**config.mk**
```make
export PLATFORM = sky130hd
export DESIGN_NAME = pwgate_ctrl
export DESIGN_NICKNAME = d
export VERILOG_FILES = /design/src/rtl/pwgate_pkg.sv /design/src/rtl/pwgate_area_map.sv /design/src/rtl/pwgate_keys.sv /design/src/rtl/pwgate_tamper.sv /design/src/rtl/pwgate_ctrl.sv
export SDC_FILE = /design/constraint.sdc
export NUM_CORES = 1
export LEC_CHECK = 0
export ABC_AREA = 1
export BUFFER_PORTS_ARGS = -buffer_cell sky130_fd_sc_hd__buf_2
export CAP_MARGIN = 20
export CORE_UTILIZATION = 40
export CTS_BUF_LIST = sky130_fd_sc_hd__clkbuf_16
export CTS_CLUSTER_DIAMETER = 50
export DETAILED_ROUTE_END_ITERATION = 10
export GPL_TIMING_DRIVEN = 0
export PLACE_DENSITY_LB_ADDON = 0.3
export SYNTH_ARGS = -nofsm -noshare
export SYNTH_HDL_FRONTEND = slang
export SYNTH_SLANG_ARGS = --single-unit
```
**constraint.sdc**
```tcl
create_clock -name clk -period 1.9 [get_ports clk]
set_input_delay 0.095 -clock clk [delete_from_list [all_inputs] [get_ports clk]]
set_output_delay 0.095 -clock clk [all_outputs]
set_load 0.1 [all_outputs]
```
**src/rtl/pwgate_pkg.sv**
```systemverilog
package pwgate_pkg;

    typedef enum logic [1:0] {
        OP_READ    = 2'b00,
        OP_WRITE   = 2'b01,
        OP_SET_RDPW = 2'b10,
        OP_SET_WRPW = 2'b11
    } gate_op_e;

    localparam int unsigned CTL_W      = 8;
    localparam int unsigned CTL_LOCK   = 7;
    localparam int unsigned CTL_FLAG   = 6;
    localparam int unsigned CTL_SIZE_LSB = 0;
    localparam int unsigned SIZE_W     = 3;

    typedef struct packed {
        logic             grant;
        logic             deny;
        logic [CTL_W-1:0] ctl;
    } gate_state_t;

endpackage

```
**src/rtl/pwgate_area_map.sv**
```systemverilog
module pwgate_area_map #(
    parameter int unsigned ADDR_W      = 16,
    parameter int unsigned ARRAY_BYTES = 8192,
    parameter int unsigned BLOCK_MIN   = 64
) (
    input  logic [2:0]        size_sel_i,
    input  logic [ADDR_W-1:0] addr_i,
    output logic              in_array_o,
    output logic              protected_o
);
    localparam int unsigned CODES = 8;

    logic [CODES-1:0] below_limit;

    // One comparator per size code; the selected one decides.
    for (genvar g = 0; g < CODES; g++) begin : g_limit
        if (g == 0) begin : g_none
            assign below_limit[g] = 1'b0;
        end else if (g == CODES - 1) begin : g_all
            assign below_limit[g] = (32'(addr_i) < ARRAY_BYTES);
        end else begin : g_part
            // codes above 4 skip one doubling step (512 -> 2048)
            localparam int unsigned SHIFT = g - 1 + ((g > 4) ? 1 : 0);
            localparam int unsigned LIMIT = BLOCK_MIN << SHIFT;
            assign below_limit[g] = (32'(addr_i) < LIMIT);
        end
    end

    assign in_array_o  = (32'(addr_i) < ARRAY_BYTES);
    assign protected_o = below_limit[size_sel_i];

endmodule

```
**src/rtl/pwgate_keys.sv**
```systemverilog
module pwgate_keys #(
    parameter int unsigned     PW_W    = 64,
    parameter logic [PW_W-1:0] RD_INIT = '0,
    parameter logic [PW_W-1:0] WR_INIT = '1
) (
    input  logic            clk,
    input  logic            rst_n,
    input  logic            load_rd_i,
    input  logic            load_wr_i,
    input  logic [PW_W-1:0] new_pw_i,
    input  logic [PW_W-1:0] cand_i,
    output logic            rd_match_o,
    output logic            wr_match_o
);
    logic [PW_W-1:0] rd_pw_d, rd_pw_q;
    logic [PW_W-1:0] wr_pw_d, wr_pw_q;

    always_comb begin
        rd_pw_d = rd_pw_q;
        wr_pw_d = wr_pw_q;
        if (load_rd_i) rd_pw_d = new_pw_i;
        if (load_wr_i) wr_pw_d = new_pw_i;
    end

    always_ff @(posedge clk or negedge rst_n) begin
        if (!rst_n) begin
            rd_pw_q <= RD_INIT;
            wr_pw_q <= WR_INIT;
        end else begin
            rd_pw_q <= rd_pw_d;
            wr_pw_q <= wr_pw_d;
        end
    end

    assign rd_match_o = (cand_i == rd_pw_q);
    assign wr_match_o = (cand_i == wr_pw_q);

    // a key only moves when its load strobe was raised
    a_r10_rd_key_held: assert property (@(posedge clk) disable iff (!rst_n)
        !load_rd_i |=> $stable(rd_pw_q));
    a_r10_wr_key_held: assert property (@(posedge clk) disable iff (!rst_n)
        !load_wr_i |=> $stable(wr_pw_q));

endmodule

```
**src/rtl/pwgate_tamper.sv**
```systemverilog
module pwgate_tamper #(
    parameter int unsigned LIMIT = 8
) (
    input  logic clk,
    input  logic rst_n,
    input  logic bump_i,
    output logic sat_o
);
    localparam int unsigned CNT_W = $clog2(LIMIT + 1);

    logic [CNT_W-1:0] cnt_d, cnt_q;

    always_comb begin
        cnt_d = cnt_q;
        if (bump_i && !sat_o) cnt_d = cnt_q + 1'b1;
    end

    always_ff @(posedge clk or negedge rst_n) begin
        if (!rst_n) cnt_q <= '0;
        else        cnt_q <= cnt_d;
    end

    assign sat_o = (cnt_q == CNT_W'(LIMIT));

    // count never exceeds the limit, never goes down, saturation sticks
    a_r7_bounded: assert property (@(posedge clk) disable iff (!rst_n)
        cnt_q <= CNT_W'(LIMIT));
    a_r7_never_down: assert property (@(posedge clk) disable iff (!rst_n)
        1'b1 |=> cnt_q >= $past(cnt_q));
    a_r7_sat_sticky: assert property (@(posedge clk) disable iff (!rst_n)
        sat_o |=> sat_o);

endmodule

```
**src/rtl/pwgate_ctrl.sv**
```systemverilog
module pwgate_ctrl
    import pwgate_pkg::*;
#(
    parameter int unsigned     ADDR_W       = 16,
    parameter int unsigned     ARRAY_BYTES  = 8192,
    parameter int unsigned     BLOCK_MIN    = 64,
    parameter int unsigned     PW_W         = 64,
    parameter int unsigned     TAMPER_LIMIT = 8,
    parameter logic [PW_W-1:0] RD_PW_INIT   = 64'h0123_4567_89AB_CDEF,
    parameter logic [PW_W-1:0] WR_PW_INIT   = 64'hFEDC_BA98_7654_3210,
    parameter logic [7:0]      CTL_INIT     = 8'h00
) (
    input  logic              clk,
    input  logic              rst_n,
    input  logic              req_valid_i,
    input  logic [1:0]        req_op_i,
    input  logic [ADDR_W-1:0] req_addr_i,
    input  logic [PW_W-1:0]   req_pw_i,
    input  logic [PW_W-1:0]   req_data_i,
    input  logic              wp_pin_i,
    input  logic              low_supply_i,
    output logic              grant_o,
    output logic              deny_o,
    output logic [7:0]        ctl_reg_o
);
    localparam logic [ADDR_W-1:0] CTL_ADDR = '1;

    gate_state_t st_d, st_q;
    gate_op_e    op;
    logic        is_ctl, in_array, in_window, mem_op;
    logic        need_pw, pw_ok, locked;
    logic        rd_match, wr_match, sat;
    logic        bump, load_rd, load_wr;

    assign op     = gate_op_e'(req_op_i);
    assign mem_op = (op == OP_READ) || (op == OP_WRITE);
    assign is_ctl = (req_addr_i == CTL_ADDR);

    pwgate_area_map #(
        .ADDR_W      (ADDR_W),
        .ARRAY_BYTES (ARRAY_BYTES),
        .BLOCK_MIN   (BLOCK_MIN)
    ) i_area (
        .size_sel_i  (st_q.ctl[CTL_SIZE_LSB +: SIZE_W]),
        .addr_i      (req_addr_i),
        .in_array_o  (in_array),
        .protected_o (in_window)
    );

    pwgate_keys #(
        .PW_W    (PW_W),
        .RD_INIT (RD_PW_INIT),
        .WR_INIT (WR_PW_INIT)
    ) i_keys (
        .clk        (clk),
        .rst_n      (rst_n),
        .load_rd_i  (load_rd),
        .load_wr_i  (load_wr),
        .new_pw_i   (req_data_i),
        .cand_i     (req_pw_i),
        .rd_match_o (rd_match),
        .wr_match_o (wr_match)
    );

    pwgate_tamper #(
        .LIMIT (TAMPER_LIMIT)
    ) i_tamper (
        .clk    (clk),
        .rst_n  (rst_n),
        .bump_i (bump),
        .sat_o  (sat)
    );

    // Which key applies and whether one is needed at all
    assign need_pw = !mem_op || is_ctl || in_window;
    assign pw_ok   = (op == OP_READ) ? rd_match : wr_match;
    assign locked  = (op == OP_WRITE) && is_ctl && wp_pin_i && st_q.ctl[CTL_LOCK];

    always_comb begin
        st_d       = st_q;
        st_d.grant = 1'b0;
        st_d.deny  = 1'b0;
        bump       = 1'b0;
        load_rd    = 1'b0;
        load_wr    = 1'b0;
        if (req_valid_i) begin
            if (low_supply_i) begin
                st_d.deny = 1'b1;
            end else if (mem_op && !is_ctl && !in_array) begin
                st_d.deny = 1'b1;
            end else if (locked) begin
                st_d.deny = 1'b1;
            end else if (!need_pw) begin
                st_d.grant = 1'b1;
            end else if (sat) begin
                st_d.deny = 1'b1;
            end else if (pw_ok) begin
                st_d.grant = 1'b1;
                if (op == OP_WRITE && is_ctl) st_d.ctl = req_data_i[CTL_W-1:0];
                load_rd = (op == OP_SET_RDPW);
                load_wr = (op == OP_SET_WRPW);
            end else begin
                st_d.deny = 1'b1;
                bump      = 1'b1;
            end
        end
        if (low_supply_i) st_d.ctl[CTL_FLAG] = 1'b0;
    end

    always_ff @(posedge clk or negedge rst_n) begin
        if (!rst_n) begin
            st_q.grant <= 1'b0;
            st_q.deny  <= 1'b0;
            st_q.ctl   <= CTL_INIT;
        end else begin
            st_q <= st_d;
        end
    end

    assign grant_o   = st_q.grant;
    assign deny_o    = st_q.deny;
    assign ctl_reg_o = st_q.ctl;

    // never both, and silence without a request
    a_r11_one_answer: assert property (@(posedge clk) disable iff (!rst_n)
        $onehot0({grant_o, deny_o}));
    a_r11_answer_follows: assert property (@(posedge clk) disable iff (!rst_n)
        !req_valid_i |=> !grant_o && !deny_o);
    a_r11_answer_given: assert property (@(posedge clk) disable iff (!rst_n)
        req_valid_i |=> grant_o || deny_o);
    // low supply blocks and clears the flag
    a_r8_low_blocks: assert property (@(posedge clk) disable iff (!rst_n)
        req_valid_i && low_supply_i |=> deny_o);
    a_r8_flag_cleared: assert property (@(posedge clk) disable iff (!rst_n)
        low_supply_i |=> !ctl_reg_o[CTL_FLAG]);
    // hardware lock keeps the register
    a_r6_lock_holds: assert property (@(posedge clk) disable iff (!rst_n)
        req_valid_i && !low_supply_i && op == OP_WRITE && is_ctl
            && wp_pin_i && ctl_reg_o[CTL_LOCK] |=> deny_o && $stable(ctl_reg_o));
    // gap addresses are refused
    a_r9_gap_denied: assert property (@(posedge clk) disable iff (!rst_n)
        req_valid_i && mem_op && !is_ctl && 32'(req_addr_i) >= ARRAY_BYTES |=> deny_o);
    // a protected read without the read key is refused
    a_r4_read_key: assert property (@(posedge clk) disable iff (!rst_n)
        req_valid_i && op == OP_READ && in_window && !is_ctl && !rd_match |=> deny_o);
    // saturation refuses password-checked requests
    a_r7_sat_denies: assert property (@(posedge clk) disable iff (!rst_n)
        req_valid_i && sat && need_pw |=> !grant_o);

endmodule

```
After elaboration in Yosys (flattened, before gate mapping)
Index checks and enable logic that the tools add are counted.

storage, ports and cells
  bits of input ports = 151
  bits in registers = 142
  output and inout port bits = 10

cells by class
  mux-type cells = 43
  reduce and logical (&&, ||, !) cells = 20
  magnitude comparators = 8
  bitwise logic cells = 4
  $add $sub $neg = 1
  eq/ne operators = 10

operators with widths
  cell                                                           count
  == test 64 bit                                                 2
  two-way mux 8 bit                                              6
  two-way mux 1 bit                                              34
  == test 16 bit (second input constant)                         1
  less-than comparator 16 x 10 -> 1 bit (second input constant)  1
  less-than comparator 16 x 12 -> 1 bit (second input constant)  1
  less-than comparator 16 x 13 -> 1 bit (second input constant)  1
  less-than comparator 16 x 14 -> 1 bit (second input constant)  1
  less-than comparator 16 x 7 -> 1 bit (second input constant)   1
  less-than comparator 16 x 8 -> 1 bit (second input constant)   1
  less-than comparator 16 x 9 -> 1 bit (second input constant)   1
  two-way mux 10 bit                                             1
  two-way mux 9 bit                                              1
  AND reduction 8 bit                                            1
  nonzero test 2 bit                                             4
  AND reduction 7 bit                                            1
  logical AND 1 bit                                              6
  inequality test 2 bit (second input constant)                  3
  adder 4 x 1 -> 4 bit (second input constant)                   1
  == test 2 bit (second input constant)                          2
  == test 4 bit (second input constant)                          1
  logical NOT 1 bit                                              4
  less-than comparator 3 x 4 -> 1 bit (second input constant)    1
  inverter 1 bit                                                 4
  4 further kinds                                                6

Longest topological paths before layout
  word-level depth = 11
  depth in mapped cells = 19
  gate-level depth less buffers = 16

Hierarchy
From an unflattened synthesis, not the netlist that was laid out.

unflattened totals
  cells, all modules = 763
  area total of the unflattened synthesis = 7589.8 um^2

modules (own cells, without submodules)
  module           sequential area each (um^2)  cells an instance  area each (um^2)  times used
  pwgate_keys      3283.1                       616                6571.3            1
  pwgate_ctrl      250.2                        95                 688.2             1
  pwgate_tamper    100.1                        27                 224.0             1
  pwgate_area_map  0.0                          25                 106.4             1

Least setup slack after synthesis
No wires, ideal clock.

  path kind = register -> register
  start point = reg st_q (netlist bit ctl_reg_o[2])
  end point = reg i_keys.wr_pw_q[14]
  data required time = 1.834 ns
  path buffers = 2
  clock period less this slack = 2.601 ns
  arrival time = 2.535 ns
  cell stages (with the launch flop) = 13
  path slack = -0.701 ns
  cell sequence = dfrtp_1 -> inv_1 -> nand2_1 -> nand2_1 -> a21oi_1 -> nand3_1 -> a21oi_1 -> nand2_1 -> nor2_1 -> clkbuf_1 -> clkbuf_1 -> nand4_1 -> nand2_1

on the way
  longest elaborated chain between the ends = 8

RTL lines
  element                                  RTL line               source
  start, declared                          pwgate_ctrl.sv:28      gate_state_t st_d, st_q;
  start signal, assigned                   pwgate_ctrl.sv:116     st_q <= st_d;
  binary-select mux 1 bit (select 3 bit)   pwgate_area_map.sv:30  assign protected_o = below_limit[size_sel_i];
  two-way mux 1 bit (implied by the code)  pwgate_area_map.sv:30
  logical OR 1 bit                         pwgate_ctrl.sv:75      assign need_pw = !mem_op || is_ctl || in_window;
  two-way mux 1 bit                        pwgate_ctrl.sv:93      end else if (!need_pw) begin
  two-way mux 1 bit                        pwgate_ctrl.sv:91      end else if (locked) begin
  two-way mux 1 bit                        pwgate_ctrl.sv:89      end else if (mem_op && !is_ctl && !in_array) begin
  two-way mux 1 bit                        pwgate_ctrl.sv:87      if (low_supply_i) begin
  two-way mux 1 bit                        pwgate_ctrl.sv:86      if (req_valid_i) begin
  end signal, assigned                     pwgate_keys.sv:31      wr_pw_q <= wr_pw_d;
  end, declared                            pwgate_keys.sv:16      logic [PW_W-1:0] wr_pw_d, wr_pw_q;

Every way passes these cells. The select of a mux whose other input is x is not followed.
A chain may end at the register's enable or synchronous reset.

Worst setup path in the final report
  start point = reg i_keys.rd_pw_q[56]
  end point = reg i_keys.wr_pw_q[14]

on the way
  longest elaborated chain between the ends = 9

RTL lines
  element                 RTL line           source
  start, declared         pwgate_keys.sv:15  logic [PW_W-1:0] rd_pw_d, rd_pw_q;
  start signal, assigned  pwgate_keys.sv:30  rd_pw_q <= rd_pw_d;
  == test 64 bit          pwgate_keys.sv:35  assign rd_match_o = (cand_i == rd_pw_q);
  two-way mux 1 bit       pwgate_ctrl.sv:76  assign pw_ok = (op == OP_READ) ? rd_match : wr_match;
  two-way mux 1 bit       pwgate_ctrl.sv:97  end else if (pw_ok) begin
  two-way mux 1 bit       pwgate_ctrl.sv:95  end else if (sat) begin
  two-way mux 1 bit       pwgate_ctrl.sv:93
  two-way mux 1 bit       pwgate_ctrl.sv:91
  two-way mux 1 bit       pwgate_ctrl.sv:89
  two-way mux 1 bit       pwgate_ctrl.sv:87
  two-way mux 1 bit       pwgate_ctrl.sv:86

Every way passes these cells.

==> flow_metrics.py <==
metrics = {
    "yosys": {
        "synth.mux.area_fraction": 0,
        "synth.most_common_cell": "nand2_1",
        "synthDistinctLibCells": 24,
        "ys_warn_count": 0,
        "postSynth.asyncResetShare": 1.00,
        "synthAdderAreaFrac": 0.00287,
        "proportion_of_netlist_area_held_by_the_largest_area_contributor": 0.284,
        "ys_top_cells_by_area": "nand2_1, dfrtp_1, dfstp_2",
        "syn-num-nets": 1466,
        "netlist.top_cell.by_area": "nand2_1",
        "synthesis.area_per_instance_um2": 6.65,
        "synth-compound-area-share": 0.0103,
        "synth_top_cells_by_count": "nand2_1, inv_1, nand4_1",
        "syn-instance-count": 1313,
        "ys_seq_area_frac": 0.416,
        "syn_area_mm2": 0.00873,
        "synth-edff-count": 0,
        "postSynth.topFlopCell": "dfrtp_1",
        "synth_area_in_simple_gates": 0.462,
        "synth_top_family_by_area": "simple AND/OR/NAND/NOR gates",
        "fraction_of_synthesized_cell_area_in_xor_and_xnor_cells": 0.00301,
        "ys_seq_elements": 142,
    },
    "cells_and_area": {
        "antennaDiodeCount": 0,
        "layout-drive-gt1-share": 0.300,
        "final-seq-area_mm2": 0.00365,
        "stdcell_count": 1883,
        "fin_util": 0.587,
        "multiInputGateArea_mm2": 0.00458,
        "flow.area_growth_from_synthesis_pct": 42.7,
        "design.final.nets": 1748,
        "num-fill-cells": 1975,
    },
    "detailed_routing": {
        "via_per_inst": 5.16,
        "wl_per_cell_um": 16.5,
        "ant_nets": 0,
        "drt-total-wl_um": 31100,
        "drcViolationCount": 0,
        "initialDrtViolationCount": 897,
        "drt-pass1-iter-count": 7,
        "vias": 9713,
    },
    "clocking": {
        "clk_pin_slew_worst_paths_ns": 0.07,
        "clock-sinks": 142,
        "cts_made_buffers": 17,
        "cts.root.buffer_cell": "clkbuf_16",
        "tritoncts": "done",
        "max-clock-path-buffers": 2,
        "cts_htree_levels": 4,
        "clock_latency_ns": 0.44,
    },
    "pwr": {
        "leakagePower_uw": 0.00644,
        "power_density_mw_per_mm2": 630,
        "vdd.ir_drop.worst_mv": 0.677,
    },
    "grt": {
        "vias_in_the_first_global_route": 9120,
        "antenna_found_initial": 0,
        "grt_pass1_wl_um": 47000,
        "global_route.overflow_total": 0,
        "grt_use_total": 0.275,
        "largest_net_degree_at_the_start_of_global_routing": 85,
    },
    "critical_path": {
        "critPathKind": "flip-flop to flip-flop",
        "worst_reg2reg_path_startpoint": "i_keys.rd_pw_q[56]",
        "worst-r2r-cell-count": 16,
        "worst_setup_path_end_kind": "flip-flop",
        "timing.critical_path.required_ns": 2.23,
        "critical_path.startpoint_type": "flip-flop",
        "timing.critical_path.from": "i_keys.rd_pw_q[56]",
        "arrival_ns": 2.59,
        "critical_path_peak_fanout": 5,
    },
    "floorplanning": {
        "floorplan.rows": 53,
        "core_mm2": 0.0212,
        "floorplan.die.height_um": 150,
        "initial_utilization": 0.412,
        "dieArea_mm2": 0.0224,
        "die_width_um": 150,
        "boundaryPins": 161,
    },
    "sta": {
        "hold_viol": 0,
        "maxClockFrequency_mhz": 442,
        "worst_slew_margin_rel": 0.588,
        "final-max-slew-violation-count": 0,
        "layout_worst_path_cycle_share": 1.19,
        "setup_ws_ns": -0.361,
        "clock_skew_ns": 0.0102,
        "final_period_minus_worst_setup_slack_ns": 2.26,
        "max_slew.worst_pin.slew_ns": 0.618,
        "timing.final.setup_violations": 142,
        "unrepaired_setup_endpoints_after_global_routing": "true",
    },
    "placement": {
        "place.detailed.instances": 1749,
        "hpwl_reported_at_the_end_of_detailed_placement_um": 19800,
        "buffer_ports.inserted": 160,
        "routabilityCongestion": 0.826,
    },
    "job": {
        "max_cap_violations": 0,
    },
    "min_path": {
        "hold-path-cell-count": 7,
        "min_from": "wp_pin_i",
        "worstHoldPathType": "primary input to flip-flop",
    },
    "outcome": {
        "violations": "negative setup slack",
        "run_status": "finished, violations left",
    },
}
layer usage:
layer / vias to the layer above / global-route usage / wire (um)
met4: 0 / 0.123 / 1040
met1: 4501 / 0.364 / 13100
met2: 423 / 0.438 / 14400
met5: - / 0 / 0
li1: 4712 / - / -
met3: 77 / 0.0506 / 2610
timing repair:
action	CTS	global route
endpoints found under the setup margin	142	142
pin swaps	9	18
endpoints found under the hold margin	172	0
gates resized for setup	39	163
hold buffers	67	0
gates cloned	5	9
buffers inserted	10	12
critical path: stages (launching register included):
cell,delay (ns)
dfstp_2,0.53
inv_1,0.05
nand2_2,0.07
nand2_1,0.05
nand2_1,0.06
nand2_1,0.05
nor2_1,0.10
nand2_1,0.10
nor2_2,0.13
nand2_2,0.07
nor2_4,0.14
buf_6,0.14
nand4_4,0.16
clkbuf_16,0.21
buf_8,0.14
nand2_2,0.06
nand2_1,0.05
final timing paths:
check | end | slack, ns
setup / recovery | i_keys.wr_pw_q[14] | -0.36
hold / removal | ctl_reg_o[6] | 0.16
setup reg to reg | i_keys.wr_pw_q[14] | -0.36
hold reg to reg | i_keys.wr_pw_q[55] | 0.46
max in group asynchronous | i_keys.rd_pw_q[40] | 0.85
min in group asynchronous | i_keys.wr_pw_q[15] | 0.19
power breakdown:
group / switching (uW) / leakage [uW] / internal [uW] / total [uW]
Clock: 1450 / 0.000287 / 2080 / 3530
Combinational: 754 / 0.00442 / 441 / 1200
Sequential: 43.2 / 0.00173 / 3070 / 3120
registers in the layout (all words and copies together) (netlist names):
signal          cells
ctl_reg_o           8
deny_o              1
grant_o             1
i_keys.rd_pw_q     64
i_keys.wr_pw_q     64
i_tamper.cnt_q      4
metrics by stage:
| stage | hold WS [ns] | power, uW | setup TNS (ns) | setup slack, ns | instance area, um^2 |
|---|---|---|---|---|---|
| 6_report | 0.158 | 7850 | -41.33 | -0.361 | 12500 |
| 4_1_cts | 0.139 | 7790 | -41.48 | -0.345 | 11700 |
| 2_1_floorplan | -0.201 | 3690 | -9.20 | -0.0885 | 8990 |
| 3_3_place_gp | 0.325 | 4150 | -272.95 | -1.85 | 10100 |
| 3_5_place_dp | 0.116 | 4190 | -137.57 | -1.07 | 10200 |
| 5_1_grt | 0.198 | 8090 | -56.21 | -0.454 | 12500 |
cell type report:
type	instances	area share
Clock buffer	17	0.0341
Sequential cell	142	0.293
Tap cell	275	0.0276
Timing Repair inverter	1	0.000502
Timing Repair Buffer	262	0.161
Buffer	72	0.0574
Multi-Input combinational cell	955	0.368
Inverter	144	0.0444
Clock inverter	15	0.0150
cell usage in the layout (no fill, tap or decap), drive strengths merged:
cell type and instances:
nand2 662, buf 223, inv 148, nand4 138, dfrtp 78, dlygate4sd3 67, dfstp 64, nor2 61
clkbuf 61, nand3 40, nand3b 29, o21ai 13, a21oi 5, clkinv 5, clkinvlp 4, bufinv 3
xnor2 2, ha 2, nor3b 1, or2 1, xor2 1
kinds of logic (layout without fill, tap and decap cells):
kind of cell | after synthesis | count (layout)
compound gates | 18 | 18
simple gates | 932 | 932
xor+xnor | 3 | 3
fa+ha+maj | 2 | 2
buf+inv | 216 | 511
flops | 142 | 142
(Power assumes the default switching activity.)
